<file path="src/rtl/io_win_pkg.sv">
package io_win_pkg;
  localparam int unsigned CFG_IDX_W = 8;
  localparam int unsigned CFG_DAT_W = 8;
  localparam int unsigned BASE_W    = 2 * CFG_DAT_W;

  typedef logic [CFG_IDX_W-1:0] cfg_idx_t;
  typedef logic [CFG_DAT_W-1:0] cfg_dat_t;
  typedef logic [BASE_W-1:0]    io_addr_t;
endpackage

</file>
<file path="src/rtl/io_win_cfg_regs.sv">
module io_win_cfg_regs
  import io_win_pkg::*;
#(
  parameter cfg_idx_t    IDX_ACT     = 8'h30,
  parameter cfg_idx_t    IDX_BASE_HI = 8'h60,
  parameter cfg_idx_t    IDX_BASE_LO = 8'h61,
  parameter io_addr_t    RST_BASE    = 16'h0330,
  parameter int unsigned ALIGN_BITS  = 1
) (
  input  logic     clk_i,
  input  logic     rst_ni,
  input  logic     we_i,
  input  cfg_idx_t idx_i,
  input  cfg_dat_t wdata_i,
  output cfg_dat_t rdata_o,
  output logic     active_o,
  output io_addr_t base_o
);
  localparam cfg_dat_t ALIGN_MASK = {CFG_DAT_W{1'b1}} << ALIGN_BITS;

  logic     act_q;
  io_addr_t base_q;

  logic hit_act, hit_hi, hit_lo;
  assign hit_act = (idx_i == IDX_ACT);
  assign hit_hi  = (idx_i == IDX_BASE_HI);
  assign hit_lo  = (idx_i == IDX_BASE_LO);

  always_ff @(posedge clk_i or negedge rst_ni) begin
    if (!rst_ni) begin
      act_q  <= 1'b0;
      base_q <= RST_BASE & io_addr_t'({BASE_W{1'b1}} << ALIGN_BITS);
    end else if (we_i) begin
      if (hit_act) act_q <= wdata_i[0];
      if (hit_hi)  base_q[BASE_W-1:CFG_DAT_W] <= wdata_i;
      if (hit_lo)  base_q[CFG_DAT_W-1:0] <= wdata_i & ALIGN_MASK;
    end
  end

  always_comb begin
    rdata_o = '0;
    if (hit_act)     rdata_o = {{(CFG_DAT_W-1){1'b0}}, act_q};
    else if (hit_hi) rdata_o = base_q[BASE_W-1:CFG_DAT_W];
    else if (hit_lo) rdata_o = base_q[CFG_DAT_W-1:0];
  end

  assign active_o = act_q;
  assign base_o   = base_q;


  base_align_chk: assert property (@(posedge clk_i) disable iff (!rst_ni)
    base_q[ALIGN_BITS-1:0] == '0);


  base_lo_wr_chk: assert property (@(posedge clk_i) disable iff (!rst_ni)
    (we_i && hit_lo) |=> (base_q[CFG_DAT_W-1:0] == ($past(wdata_i) & ALIGN_MASK)));


  unk_idx_hold_chk: assert property (@(posedge clk_i) disable iff (!rst_ni)
    (we_i && !hit_act && !hit_hi && !hit_lo) |=> ($stable(base_q) && $stable(act_q)));


  no_we_hold_chk: assert property (@(posedge clk_i) disable iff (!rst_ni)
    !we_i |=> ($stable(base_q) && $stable(act_q)));
endmodule

</file>
<file path="src/rtl/io_win_addr_match.sv">
module io_win_addr_match
  import io_win_pkg::*;
#(
  parameter int unsigned N_PORTS  = 2,
  parameter io_addr_t    BASE_MIN = 16'h0100,
  parameter io_addr_t    BASE_MAX = 16'h0FFE
) (
  input  logic               clk_i,
  input  logic               rst_ni,
  input  logic               en_i,
  input  io_addr_t           base_i,
  input  io_addr_t           addr_i,
  input  logic               rd_i,
  input  logic               wr_i,
  output logic               in_range_o,
  output logic [N_PORTS-1:0] cs_o
);
  localparam int unsigned SEL_W = (N_PORTS > 1) ? $clog2(N_PORTS) : 1;

  logic strobe, block_hit;

  assign in_range_o = (base_i >= BASE_MIN) && (base_i <= BASE_MAX);
  assign strobe     = rd_i | wr_i;
  assign block_hit  = en_i && in_range_o && strobe &&
                      (addr_i[BASE_W-1:SEL_W] == base_i[BASE_W-1:SEL_W]);

  for (genvar p = 0; p < N_PORTS; p++) begin : g_port
    assign cs_o[p] = block_hit && (addr_i[SEL_W-1:0] == SEL_W'(p));
  end


  cs_onehot_chk: assert property (@(posedge clk_i) disable iff (!rst_ni)
    $onehot0(cs_o));


  cs_needs_strobe_chk: assert property (@(posedge clk_i) disable iff (!rst_ni)
    (|cs_o) |-> (rd_i || wr_i));
endmodule

</file>
<file path="src/rtl/io_win_gate.sv">
module io_win_gate (
  input  logic active_i,
  input  logic irq_i,
  output logic irq_o,
  output logic pwr_dn_o
);
  assign irq_o    = active_i & irq_i;
  assign pwr_dn_o = ~active_i;
endmodule

</file>
<file path="src/rtl/io_win_dec.sv">
module io_win_dec
  import io_win_pkg::*;
#(
  parameter cfg_idx_t IDX_ACT     = 8'h30,
  parameter cfg_idx_t IDX_BASE_HI = 8'h60,
  parameter cfg_idx_t IDX_BASE_LO = 8'h61,
  parameter io_addr_t RST_BASE    = 16'h0330,
  parameter io_addr_t BASE_MIN    = 16'h0100,
  parameter io_addr_t BASE_MAX    = 16'h0FFE
) (
  input  logic        clk_i,
  input  logic        rst_ni,
  input  logic        cfg_we_i,
  input  logic [7:0]  cfg_idx_i,
  input  logic [7:0]  cfg_wdata_i,
  output logic [7:0]  cfg_rdata_o,
  input  logic [15:0] io_addr_i,
  input  logic        io_rd_i,
  input  logic        io_wr_i,
  input  logic        periph_irq_i,
  output logic        data_cs_o,
  output logic        cmd_cs_o,
  output logic        irq_o,
  output logic        pwr_dn_o
);
  localparam int unsigned N_PORTS    = 2;
  localparam int unsigned ALIGN_BITS = $clog2(N_PORTS);

  logic               active;
  io_addr_t           base;
  logic               in_range;
  logic [N_PORTS-1:0] cs;

  io_win_cfg_regs #(
    .IDX_ACT(IDX_ACT), .IDX_BASE_HI(IDX_BASE_HI), .IDX_BASE_LO(IDX_BASE_LO),
    .RST_BASE(RST_BASE), .ALIGN_BITS(ALIGN_BITS)
  ) u_cfg (
    .clk_i(clk_i), .rst_ni(rst_ni), .we_i(cfg_we_i), .idx_i(cfg_idx_i),
    .wdata_i(cfg_wdata_i), .rdata_o(cfg_rdata_o), .active_o(active), .base_o(base)
  );

  io_win_addr_match #(
    .N_PORTS(N_PORTS), .BASE_MIN(BASE_MIN), .BASE_MAX(BASE_MAX)
  ) u_match (
    .clk_i(clk_i), .rst_ni(rst_ni), .en_i(active), .base_i(base),
    .addr_i(io_addr_i), .rd_i(io_rd_i), .wr_i(io_wr_i),
    .in_range_o(in_range), .cs_o(cs)
  );

  io_win_gate u_gate (
    .active_i(active), .irq_i(periph_irq_i), .irq_o(irq_o), .pwr_dn_o(pwr_dn_o)
  );

  assign data_cs_o = cs[0];
  assign cmd_cs_o  = cs[1];


  cs_off_when_down_chk: assert property (@(posedge clk_i) disable iff (!rst_ni)
    (data_cs_o || cmd_cs_o) |-> !pwr_dn_o);


  cs_base_window_chk: assert property (@(posedge clk_i) disable iff (!rst_ni)
    (data_cs_o || cmd_cs_o) |-> (in_range && base >= BASE_MIN && base <= BASE_MAX));


  irq_gated_chk: assert property (@(posedge clk_i) disable iff (!rst_ni)
    irq_o |-> (periph_irq_i && !pwr_dn_o));


  cmd_addr_odd_chk: assert property (@(posedge clk_i) disable iff (!rst_ni)
    cmd_cs_o |-> io_addr_i[0]);
endmodule

</file>
<file path="config.mk">
export PLATFORM = sky130hd
export DESIGN_NAME = io_win_dec
export DESIGN_NICKNAME = d
export VERILOG_FILES = /design/src/rtl/io_win_pkg.sv /design/src/rtl/io_win_cfg_regs.sv /design/src/rtl/io_win_addr_match.sv /design/src/rtl/io_win_gate.sv /design/src/rtl/io_win_dec.sv
export SDC_FILE = /design/constraint.sdc
export NUM_CORES = 1
export LEC_CHECK = 0
export ABC_AREA = 1
export BUFFER_PORTS_ARGS = -buffer_cell sky130_fd_sc_hd__buf_2
export CAP_MARGIN = 25
export CORE_MARGIN = 2
export CORE_UTILIZATION = 45
export DETAILED_ROUTE_END_ITERATION = 8
export PLACE_DENSITY = 0.88
export SKIP_CTS_REPAIR_TIMING = 1
export SYNTH_ARGS = -nofsm -noshare
export SYNTH_HDL_FRONTEND = slang
export SYNTH_SLANG_ARGS = --single-unit
</file>
<file path="constraint.sdc">
create_clock -name clk_i -period 1.6 [get_ports clk_i]
set_input_delay 0.16 -clock clk_i [delete_from_list [all_inputs] [get_ports clk_i]]
set_output_delay 0.16 -clock clk_i [all_outputs]
set_load 0.02 [all_outputs]
</file>
==> flow_summary.ini, run 1 <==
[cells_and_area]
nNetsFinal = 282
layout_commonest_cell = nand2_1
final_cell_mix = nand2_1 (65), buf_2 (47), inv_1 (34), nor2_1 (18), dfrtp_1 (12)
diodes = 0
drive_gt1_share_pct = 36.2
seq_area_um2 = 405
syn_to_final_growth_pct = 30.9
multi_input_area_um2 = 664
nFillCells = 219
final_area_um2 = 1580
layout.cells.non_filler = 273
final_core_util_pct = 63.2

[logic_synthesis]
synth_edf_count = 0
async_reset_ff_share_pct = 100
yosysUniqueCellTypes = 25
synth_fp_nets = 224
synth_top_cells_by_area = dfrtp_1 (25%), nand2_1 (21%), inv_1 (11%)
syn_area_um2 = 1210
yosysSeqAreaShare_pct = 33.6
synth-seq-cells = 16
ys.flop_type = dfrtp_1
postSynthCellCount = 186
syn_avg_cell_area_um2 = 6.49
yosysWarnings = 0
netlist.area_leader.share_pct = 24.9
post-synth-top-area-cell = dfrtp_1

[cts]
root_buffer = clkbuf_4
h-tree-depth = 1
clock_sinks = 16
cts-buffers-inserted = 3
clock_path_buffers = 2
clk_pin_slew_ps = 90
tritoncts = yes
clock_latency_ps = 280

[min_path]
min_path_type = in -> reg

[timing]
drv_slew = 0
setup_ws_ps = -193
max_freq_mhz = 558
tightest_slew_ps = 352
slew_headroom_pct = 76.6
period_share_pct = 112
rsz0062_at_grt = yes
period_minus_slack_ps = 1790
hold_viol_final = 0
setup_viol = 2
finalClockSkew_ps = 0

[flow_run]
cap_viol_max_count = 0

[die]
die-area_um2 = 3110
core_area_um2 = 2500
initial_core_util_pct = 48.3
ioPinCount = 50
die_h_um = 55.8
die_x_um = 55.8
core.rowCount = 18

[power_and_ir_drop]
worst_ir_drop_vdd_uv = 397
cellPowerDensity_nw_per_um2 = 562
leakage_nw = 0.945

[setup_path]
cp.arrival_ps = 1630
critPathRequiredTime_ps = 1440
crit_type = reg -> out
cp_max_fo = 3
cp-end-kind = primary output
crit_path_start_kind = flip-flop

[outcome]
violations = negative setup slack
status = complete, but fails checks

[grt]
first_global_vias = 1189
antenna_found_initial = 0
grt_pass1_wl_um = 4830
overflow = 0
grtUsageTotal_pct = 19.7
grt_max_degree = 17

[place]
numPortBuffers = 49
gp_congestion = 0.905
dpl.cell_count = 265
dpl.hpwl_um = 2430
post_dp_cell_area_um2 = 1490

[drt]
route.vias.total = 1352
drc_errors = 0
routed_wl_um = 3170
first_pass_iters = 4
drt_iter0_markers = 40
post_drt_wl_per_cell_um = 11.6
ant_nets = 0
routed_via_density = 4.95
area by class of cell:
type	count	area share [%]
multi-input cells	131	42.0
flip-flops and latches	16	25.7
repair buffers	55	18.8
inverters	37	8.79
well taps	30	2.38
clock buffers	4	2.30
final timing paths:
path,start,end,slack (ps),depth (start not counted)
setup / recovery,u_cfg.base_o[9]$_DFFE_PN1P_,data_cs_o,-190,9
hold / removal,cfg_wdata_i[4],u_cfg.base_o[4]$_DFFE_PN1P_,110,3
setup reg to reg,u_cfg.base_o[8]$_DFFE_PN1P_,u_cfg.base_o[8]$_DFFE_PN1P_,670,3
hold reg to reg,u_cfg.base_o[4]$_DFFE_PN1P_,u_cfg.base_o[4]$_DFFE_PN1P_,480,2
max in group asynchronous,rst_ni,u_cfg.base_o[5]$_DFFE_PN1P_,990,2
min in group asynchronous,rst_ni,u_cfg.active_o$_DFFE_PN0P_,310,2
Yosys cell counts, drive strengths merged, types with 2 or more instances:
cell	number
a21oi	9
buf	2
dfrtp	12
dfstp	4
inv	36
nand2	70
nand3	7
nand4	8
nor2	24
nor3	2
o21ai	9
power by group:
group          leakage [nW]  internal [mW]  total [mW]  switching (mW)
clock                0.0210          0.138       0.266           0.127
combinational         0.750         0.0757       0.178           0.103
sequential            0.174          0.427       0.445          0.0171
per-stage QoR:
stage / power [mW] / setup slack (ps) / setup TNS [ps] / hold slack [ps]
3_5_place_dp: 0.619 / 124 / 0 / 87.7
5_1_grt: 0.936 / -333 / -640 / 119
6_report: 0.889 / -193 / -382 / 112
2_1_floorplan: 0.531 / 190 / 0 / -136
4_1_cts: 0.883 / -197 / -390 / -226
3_3_place_gp: 0.614 / 182 / 0 / 86.0
flip-flops by register name, summed over array words and instances, names as in the netlist:
name	count
u_cfg.base_o	15
u_cfg.active_o	1
per-layer routing:
metal	routed length (um)	track usage [%]	up-vias	share of wire [%]
li1	-	-	689	-
met1	1330	22.8	598	42
met2	1590	36.6	59	50
met3	206	2.09	6	6.5
met4	41	7.67	0	1.3
met5	0	0	-	0
critical path, stage by stage, from the launching register on:
cell	delay, ps
dfstp_2	550
inv_1	60
nand2_1	50
nand2_1	60
nor2_1	100
nand2_1	70
nor2_2	110
nand3_2	100
nor2_1	110
buf_4	140
kinds of logic (layout without fill, tap and decap cells):
logic type	after synthesis	in the layout	synth area share, %
flops	16	16	33.6
compound gates	19	19	10.6
simple gates	112	112	43.0
buf+inv	39	96	12.8
(Power assumes the default switching activity.)
==> inputs of run 2 (changes only) <==
--- a/config.mk
+++ b/config.mk
@@ -6,12 +6,12 @@
 export NUM_CORES = 1
 export LEC_CHECK = 0
 export ABC_AREA = 1
-export BUFFER_PORTS_ARGS = -buffer_cell sky130_fd_sc_hd__buf_2
 export CAP_MARGIN = 25
-export CORE_MARGIN = 2
+export CORE_MARGIN = 1.5
 export CORE_UTILIZATION = 45
 export DETAILED_ROUTE_END_ITERATION = 8
-export PLACE_DENSITY = 0.88
+export DONT_BUFFER_PORTS = 1
+export PLACE_DENSITY = 0.72
 export SKIP_CTS_REPAIR_TIMING = 1
 export SYNTH_ARGS = -nofsm -noshare
 export SYNTH_HDL_FRONTEND = slang
==> flow_summary.ini, run 2 (synthesized netlist as in run 1, its figures left out) <==
[outcome]
status = complete, but fails checks
violations = negative hold slack, negative setup slack

[cells_and_area]
layout_commonest_cell = nand2_1
nFillCells = 245
syn_to_final_growth_pct = 16.8
final_cell_mix = nand2_1 (67), inv_1 (33), nor2_1 (19), buf_4 (14), dfrtp_1 (12)
seq_area_um2 = 405
largest_reg_flops = 15
nNetsFinal = 244
multi_input_area_um2 = 657
diodes = 0
final_core_util_pct = 56.4
final_area_um2 = 1410
drive_gt1_share_pct = 22.4

[min_path]
min_from = cfg_we_i
whs_path_depth = 2
hold_path_end = u_cfg.base_o[5]$_DFFE_PN1P_
min_path_type = in -> reg

[setup_path]
crit_family = simple AND/OR/NAND/NOR gates
cp.buffers_inverters = 2
cp.arrival_ps = 1650
crit_type = reg -> out
cpMostUsedCell = nand2_1
slowest_stage = dfstp_2
path_depth = 9
regToRegStartpoint = u_cfg.base_o[9]$_DFFE_PN1P_
crit_path_start_kind = flip-flop
r2r-end = u_cfg.base_o[9]$_DFFE_PN1P_
cp_max_fo = 3
path_cells = inv_2 > nand2_1 > nand2_1 > nor2_1 > nand2_1 > nor2_2 > nand3_2 > nor2_1 > buf_4
cp-end-kind = primary output
critPathMaxStageDelay_ps = 570
r2r_cells = 3
critPathRequiredTime_ps = 1440
r2r_slack_ps = 700

[drt]
drt_iter0_markers = 34
route.vias.total = 1200
first_pass_iters = 4
routed_via_density = 5.11
routed_wl_um = 3180
drc_errors = 0
post_drt_wl_per_cell_um = 13.5
ant_nets = 0

[grt]
first_global_vias = 1094
grtUsageTotal_pct = 22.6
overflow = 0
grt_pass1_wl_um = 4740
grt_max_degree = 17
antenna_found_initial = 0

[die]
initial_core_util_pct = 48.3
die_h_um = 54.8
core_area_um2 = 2500
die_x_um = 54.8
die-area_um2 = 3000
ioPinCount = 50
core.rowCount = 18

[timing]
max_freq_mhz = 553
slew_headroom_pct = 49.6
setup_viol = 2
finalClockSkew_ps = 0
final.setup.tns_ps = -395
tightest_slew_ps = 753
whs_ps = -23.7
rsz0062_at_grt = yes
drv_slew = 0
period_share_pct = 113
setup_ws_ps = -208
hold_viol_final = 1
period_minus_slack_ps = 1810

[cts]
clock_path_buffers = 2
h-tree-depth = 1
clk_pin_slew_ps = 100
cts-buffers-inserted = 3
clock_sinks = 16
clock_latency_ps = 290
tritoncts = yes
root_buffer = clkbuf_4

[place]
gp_congestion = 0.865
dp_worst_setup_slack_ps = 141
dpl.hpwl_um = 2340
post_dp_cell_area_um2 = 1310
numPortBuffers = 0

[power_and_ir_drop]
worst_ir_drop_vdd_uv = 622
leakage_nw = 0.786
cellPowerDensity_nw_per_um2 = 592

[flow_run]
cap_viol_max_count = 0
[run 2: cell types whose count changed in the layout (fill, tap and decap cells not counted)]
| cell | change |
|---|---|
| buf_2 | -47 |
| nor2_1 | +1 |
| buf_4 | +7 |
| nand2_1 | +2 |
| inv_2 | +1 |
| nor2_2 | -1 |
| dlygate4sd3_1 | +2 |
| nand2_2 | -2 |
| inv_1 | -1 |
[run 2: layout make-up]
cell class / count / share of cell area, %
multi-input combinational: 131 / 46.6
clock buffer: 4 / 2.57
inverter: 37 / 9.85
sequential: 16 / 28.7
timing repair buffer: 17 / 9.58
tap: 30 / 2.66
[run 2: layer usage]
layer	global-route usage (%)	vias up	wire length (um)
li1	-	608	-
met1	28.4	528	1220
met2	39.1	58	1600
met3	3.55	6	298
met4	7.50	0	56
met5	0	-	0
[run 2: power by group]
group          leakage, nW  total [mW]  switching (mW)  internal (mW)
Combinational        0.591       0.117          0.0721         0.0448
Clock               0.0210       0.274           0.135          0.139
Sequential           0.174       0.444          0.0168          0.427
[run 2: worst max path at each step]
stage                                     start         to  slack [ps]
floorplan           u_cfg.base_o[9]$_DFFE_PN1P_   cmd_cs_o         190
detailed placement  u_cfg.base_o[9]$_DFFE_PN1P_  data_cs_o         140
global route        u_cfg.base_o[9]$_DFFE_PN1P_  data_cs_o        -320
global placement    u_cfg.base_o[9]$_DFFE_PN1P_   cmd_cs_o         160
finish              u_cfg.base_o[9]$_DFFE_PN1P_  data_cs_o        -210
CTS                 u_cfg.base_o[9]$_DFFE_PN1P_  data_cs_o        -190
[run 2: stage by stage]
stage	power (mW)	std cells
after floorplan	0.531	186
after global placement	0.544	225
after CTS	0.818	229
after global routing	0.874	235
after detailed placement	0.549	225
final	0.835	235
[run 2: worst reg2reg max path: stages (launching register included)]
cell,delay [ps]
dfstp_2,570
inv_2,40
buf_4,120
a21oi_2,110
